## src/rtl/rds_group_reporter.sv

```systemverilog
module rds_group_reporter #(
  parameter int DEPTH   = 32,
  parameter int MAX_THR = 25
) (
  input  logic        clk,
  input  logic        rst_n,
  input  logic        blk_valid,
  input  logic [15:0] blk_word,
  input  logic [1:0]  blk_pos,
  input  logic [3:0]  blk_errs,
  input  logic        blk_sync,
  input  logic        reg_wr,
  input  logic [3:0]  reg_addr,
  input  logic [15:0] reg_wdata,
  output logic [15:0] reg_rdata,
  output logic        irq
);
  localparam int PW = $clog2(DEPTH);
  localparam int LW = $clog2(DEPTH + 1);

  logic [1:0]    nxt;
  logic [15:0]   pw [4];
  logic [1:0]    pc [4];
  logic [71:0]   mem [DEPTH];
  logic [PW-1:0] wp, rp;
  logic [LW-1:0] count;
  logic [4:0]    flags;
  logic [3:0]    en;
  logic [4:0]    thr;
  logic          sync_q;
  logic [15:0]   a_last, b_last;
  logic          a_ok, b_ok;
  logic [15:0]   last_word;
  logic [1:0]    last_cat, last_pos;
  logic          last_ok;

  logic [1:0]  cat;
  logic [15:0] word_c;
  logic        take, in_order, complete, push, pop, drop, a_chg, b_chg, thr_hit;
  logic [4:0]  thr_eff, clr;
  logic [71:0] head;

  assign cat      = (blk_errs == 4'd0) ? 2'b00 :
                    (blk_errs <= 4'd2) ? 2'b01 :
                    (blk_errs <= 4'd5) ? 2'b10 : 2'b11;
  assign word_c   = (cat == 2'b11) ? 16'h0000 : blk_word;
  assign take     = blk_valid & blk_sync;
  assign in_order = take && (blk_pos == nxt);
  assign complete = in_order && (blk_pos == 2'd3);
  assign pop      = reg_wr && (reg_addr == 4'd4) && (count != '0);
  assign push     = complete && (count != LW'(DEPTH));
  assign drop     = complete && (count == LW'(DEPTH));
  assign a_chg    = take && blk_pos == 2'd0 && cat != 2'b11 && (!a_ok || blk_word != a_last);
  assign b_chg    = take && blk_pos == 2'd1 && cat != 2'b11 && (!b_ok || blk_word != b_last);
  assign thr_eff  = (thr == 5'd0) ? 5'd1 : (thr > 5'(MAX_THR)) ? 5'(MAX_THR) : thr;
  assign thr_hit  = count >= LW'(thr_eff);
  assign clr      = (reg_wr && reg_addr == 4'd1) ? reg_wdata[4:0] : 5'd0;
  assign head     = (count == '0) ? 72'd0 : mem[rp];
  assign irq      = |(flags[3:0] & en);

  always_ff @(posedge clk) begin
    if (!rst_n) begin
      nxt <= 2'd0;
      for (int i = 0; i < 4; i++) begin
        pw[i] <= 16'd0;
        pc[i] <= 2'd0;
      end
    end else if (blk_valid && !blk_sync) begin
      nxt <= 2'd0;
    end else if (take) begin
      if (in_order) nxt <= nxt + 2'd1;
      else          nxt <= (blk_pos == 2'd0) ? 2'd1 : 2'd0;
      if (in_order || blk_pos == 2'd0) begin
        pw[blk_pos] <= word_c;
        pc[blk_pos] <= cat;
      end
    end
  end

  always_ff @(posedge clk) begin
    if (push) mem[wp] <= {cat, pc[2], pc[1], pc[0], word_c, pw[2], pw[1], pw[0]};
  end

  always_ff @(posedge clk) begin
    if (!rst_n) begin
      wp <= '0;
      rp <= '0;
      count <= '0;
    end else begin
      if (push) wp <= (wp == PW'(DEPTH - 1)) ? '0 : wp + 1'b1;
      if (pop)  rp <= (rp == PW'(DEPTH - 1)) ? '0 : rp + 1'b1;
      count <= count + LW'(push) - LW'(pop);
    end
  end

  always_ff @(posedge clk) begin
    if (!rst_n) begin
      flags <= 5'd0;
      en <= 4'd0;
      thr <= 5'd0;
      sync_q <= 1'b0;
      a_last <= 16'd0;
      b_last <= 16'd0;
      a_ok <= 1'b0;
      b_ok <= 1'b0;
      last_word <= 16'd0;
      last_cat <= 2'd0;
      last_pos <= 2'd0;
      last_ok <= 1'b0;
    end else begin
      flags <= (flags & ~clr) | {drop, thr_hit, b_chg, a_chg, complete};
      sync_q <= blk_sync;
      if (reg_wr && reg_addr == 4'd0) begin
        en <= reg_wdata[3:0];
        thr <= reg_wdata[8:4];
      end
      if (take && blk_pos == 2'd0 && cat != 2'b11) begin
        a_last <= blk_word;
        a_ok <= 1'b1;
      end
      if (take && blk_pos == 2'd1 && cat != 2'b11) begin
        b_last <= blk_word;
        b_ok <= 1'b1;
      end
      if (take) begin
        last_word <= word_c;
        last_cat <= cat;
        last_pos <= blk_pos;
        last_ok <= 1'b1;
      end
    end
  end

  always_comb begin
    case (reg_addr)
      4'd0:    reg_rdata = {7'd0, thr, en};
      4'd1:    reg_rdata = {8'(count), 2'b00, sync_q, flags};
      4'd2:    reg_rdata = last_word;
      4'd3:    reg_rdata = {11'd0, last_ok, last_pos, last_cat};
      4'd4:    reg_rdata = {8'd0, head[71:64]};
      4'd8:    reg_rdata = head[15:0];
      4'd9:    reg_rdata = head[31:16];
      4'd10:   reg_rdata = head[47:32];
      4'd11:   reg_rdata = head[63:48];
      default: reg_rdata = 16'd0;
    endcase
  end
endmodule


```

## config.mk

```make
export PLATFORM = sky130hd
export DESIGN_NAME = rds_group_reporter
export DESIGN_NICKNAME = d
export VERILOG_FILES = /design/src/rtl/rds_group_reporter.sv
export SDC_FILE = /design/constraint.sdc
export NUM_CORES = 2
export LEC_CHECK = 0
export BUFFER_PORTS_ARGS = -buffer_cell sky130_fd_sc_hd__buf_2
export CAP_MARGIN = 15
export CELL_PAD_IN_SITES_DETAIL_PLACEMENT = 2
export CELL_PAD_IN_SITES_GLOBAL_PLACEMENT = 2
export CORE_UTILIZATION = 46
export CTS_BUF_LIST = sky130_fd_sc_hd__clkbuf_16
export DETAILED_ROUTE_END_ITERATION = 12
export PLACE_DENSITY_LB_ADDON = 0.2
export SLEW_MARGIN = 20
export SYNTH_ARGS = -nofsm -noshare
export SYNTH_HDL_FRONTEND = slang
export SYNTH_SLANG_ARGS = --single-unit
```

## constraint.sdc

```tcl
create_clock -name clk -period 5.7 [get_ports clk]
set_input_delay 0.855 -clock clk [delete_from_list [all_inputs] [get_ports clk]]
set_output_delay 0.855 -clock clk [all_outputs]
set_load 0.05 [all_outputs]
```

==> impl_metrics.json <==
{
  "busiest_layer": "met2",
  "synth_top_family_by_area": "multiplexers",
  "critPathArrivalTime_ps": 4910,
  "cp.depth": 10,
  "synth_edf_count": 2358,
  "synth.largest_area_cell": "edfxtp_1",
  "setup_violations": 1,
  "slew_headroom": 0.0330,
  "cp_slowest_stage_delay_ps": 680,
  "antenna_found_initial": 29,
  "synthFlopType": "edfxtp_1",
  "synth_top_area_frac": 0.746,
  "start_util": 0.464,
  "max_freq_mhz": 174,
  "yosysWarningCount": 0,
  "final_layout_size_suffix_gt1_frac": 0.268,
  "setup.worst_path.class": "reg2out",
  "place_inst": 7293,
  "htreeDepth": 5,
  "r2r_slack_ps": 1420,
  "ys_ff_latch": 2451,
  "max_slew.worst_pin.slew_ps": 1450,
  "place_area_um2": 101000,
  "grtUsageTotal": 0.354,
  "fin_ws_ps": -62.4,
  "clk-insertion-delay-late_ps": 980,
  "clock_sinks": 2451,
  "start_kind": "flip-flop",
  "cts_inserted_buffers": 282,
  "vdd_ir_drop_max_mv": 0.359,
  "cts_tree": "built",
  "design_area_um2": 109000,
  "r2r-start": "count[2]",
  "cts.clk_slew.worst_paths_ps": 70,
  "synth_compound_gate_area_share": 0.0265,
  "crit_family": "buffers and inverters",
  "die-height_um": 456,
  "gp_congestion": 0.783,
  "io_pins": 64,
  "dieArea_um2": 208000,
  "skew_ps": 57.2,
  "portBuffers": 56,
  "status": "finished with violations",
  "syn_area_um2": 95000,
  "synth-async-reset-ratio": 0,
  "r2r-end": "count[5]",
  "final_cells": 7831,
  "gr-total-overflow": 0,
  "synthMuxAreaShare": 0.157,
  "final_hold_viol_count": 0,
  "firstDrtPassIters": 6,
  "totalWireLength_um": 371000,
  "vias": 53900,
  "p_total_w": 0.0381,
  "fin_crit_sh": 1.01,
  "rr_worst_depth": 16,
  "max_cap_viol_count": 0,
  "synth.top_cells.by_area": "edfxtp_1 (75%), mux4_2 (14%), dfxtp_1 (2.0%), mux2i_1 (1.6%), nand2_1 (1.0%)",
  "clk_path_buf_depth": 4,
  "cp_slowest_cell": "nand4_1",
  "grt_max_degree": 73,
  "vias_per_cell": 6.88,
  "root_buffer": "clkbuf_16",
  "area_growth_pct": 15.3,
  "syn_inst": 4524,
  "rows": 166,
  "use_met3": 0.0783,
  "critPathCaptureType": "output port",
  "grt.met2_usage": 0.575,
  "power.density_nw_per_um2": 348,
  "worst-path-max-fanout": 12,
  "rsz0062_at_grt": "no",
  "antenna_left": 0,
  "post-route-drc-count": 0,
  "synth_fa_ha_area_frac": 0.00298,
  "cp_cell_sequence": "buf_4, inv_1, buf_4, nand2_1, o311ai_1, a21oi_1, nand4_1, nand4_1, a22o_1, buf_2",
  "violations": "negative setup slack",
  "seq_area_frac_synth": 0.765,
  "avgSynthCellArea_um2": 21.0,
  "leakage_nw": 33.5,
  "fin_nets": 5003,
  "fin_crit_ps": 5760,
  "crit_path_end": "reg_rdata[7]",
  "holdWs_ps": 178,
  "drv_slew": 0,
  "synth_cell_types": 78,
  "coreArea_um2": 205000,
  "cp_num_buf_inv": 4,
  "yosys.area_share.xor_xnor": 0.00332,
  "globalRouteMet1Util": 0.450,
  "min_path_type": "in2reg",
  "critPathRequiredTime_ps": 4850,
  "dp_hpwl_um": 201000,
  "wire_per_inst_um": 47.3,
  "syn-num-nets": 4593,
  "first_iter_violations": 8209,
  "grt_pass1_vias": 57000,
  "yosys.area_share.simple": 0.0301,
  "grt_pass1_wl_um": 498000,
  "die_w_um": 456
}
through the flow:
| step | worst slack (ps) | utilization | TNS [ps] |
|---|---|---|---|
| 2_1_floorplan | 319 | - | 0 |
| 3_3_place_gp | 354 | 0.491 | 0 |
| 3_5_place_dp | 404 | 0.491 | 0 |
| 4_1_cts | 44.9 | 0.532 | 0 |
| 5_1_grt | 25.0 | 0.534 | 0 |
| 6_report | -62.4 | 0.535 | -62.4 |
routing by layer:
layer,up-vias,part of all wire
met1,29300,0.36
met3,1004,0.10
met2,3953,0.48
met5,-,0.00026
li1,19600,-
met4,18,0.056
worst min-delay path, stage by stage:
cell	delay (ps)
buf_2	70
mux2i_1	50
nor2b_1	90
power breakdown:
part           internal [W]  leakage, nW  total, W  switching [W]
Clock               0.00942         4.33    0.0171        0.00766
Sequential           0.0197         21.6    0.0199       0.000175
Combinational      0.000349         7.59   0.00113       0.000779
cells by family after synthesis:
logic type / after synthesis
AO/OA/AOI/OAI: 369
XOR/XNOR: 36
adder cells (fa/ha/maj): 22
buffers and inverters: 279
flip-flops: 2451
multiplexers: 749
AND/OR/NAND/NOR: 618
area by class of cell:
type	count	area [um^2]
fill	17400	95300
sequential	2451	72700
multi-input combinational	1794	21200
clock buffer	293	7330
timing repair buffer	363	3850
tap	2688	3360
clock inverter	183	873
inverter	42	161
antenna	17	42.5
flip-flops by register name (all words and copies together), names as in the netlist, 4 cells and up, named ones only:
| signal | flops |
|---|---|
| a_last | 16 |
| b_last | 16 |
| count | 6 |
| en | 4 |
| flags | 5 |
| last_word | 16 |
| mem | 2304 |
| pc | 6 |
| pw | 48 |
| rp | 5 |
| thr | 5 |
| wp | 5 |
cells in the mapped netlist (all sizes together), types with 6 or more instances:
library cell	n
nand2b	13
nor2b	29
mux2i	148
mux2	13
a22o	6
o221ai	11
and2	36
inv	41
xnor2	34
nand4	22
a22oi	20
a32oi	7
o21ai	54
a311oi	6
buf	157
nand3	55
mux4	588
clkbuf	80
a2111oi	8
o211ai	7
a221oi	6
a211oi	27
dfxtp	93
o22ai	44
a21boi	43
nor2	131
and3	14
nor4	10
nor3	25
ha	21
nand2	253
a31oi	17
edfxtp	2358
a21oi	67
layout by cell type, fill, tap and decap left out, types with 10 or more instances in the layout:
master,instances
inv_1,109
buf_2,54
o21ai_0,51
and2_1,35
nor3_1,21
nand2b_1,13
xnor2_1,34
ha_1,21
a211oi_1,27
nand2_1,251
mux4_2,588
edfxtp_1,2358
clkbuf_16,293
clkinv_1,60
dfxtp_1,89
o22ai_1,44
buf_4,202
buf_12,85
nor2_4,32
buf_8,17
a31oi_1,17
a22oi_1,20
nand3_1,55
and3_1,14
mux2_2,13
a21boi_0,43
diode_2,17
nand4_1,22
clkinv_2,46
nor4_1,10
nor2_1,98
o221ai_1,11
a21oi_1,65
nor2b_1,26
mux2i_1,148
worst min-delay path by stage:
| stage | startpoint | end | slack (ps) | depth (start not counted) |
|---|---|---|---|---|
| after floorplan | last_ok | last_ok | 440 | 1 |
| after global placement | b_ok | b_ok | 450 | 1 |
| after detailed placement | last_ok | last_ok | 450 | 1 |
| after CTS | blk_sync | sync_q | 130 | 2 |
| after global routing | blk_sync | sync_q | 200 | 2 |
| final | reg_wdata[8] | thr[4] | 180 | 3 |
what timing repair did:
| item | 4_1_cts | 5_1_grt |
|---|---|---|
| buffers inserted | 15 | 10 |
| pin swaps | 1 | 1 |
| hold buffers | 0 | 0 |
| endpoints found under the hold margin | 0 | 0 |
| resized for setup | 5 | 2 |
| setup endpoints to repair | 14 | 1 |
Note: power is estimated with default switching activity, not from simulation.
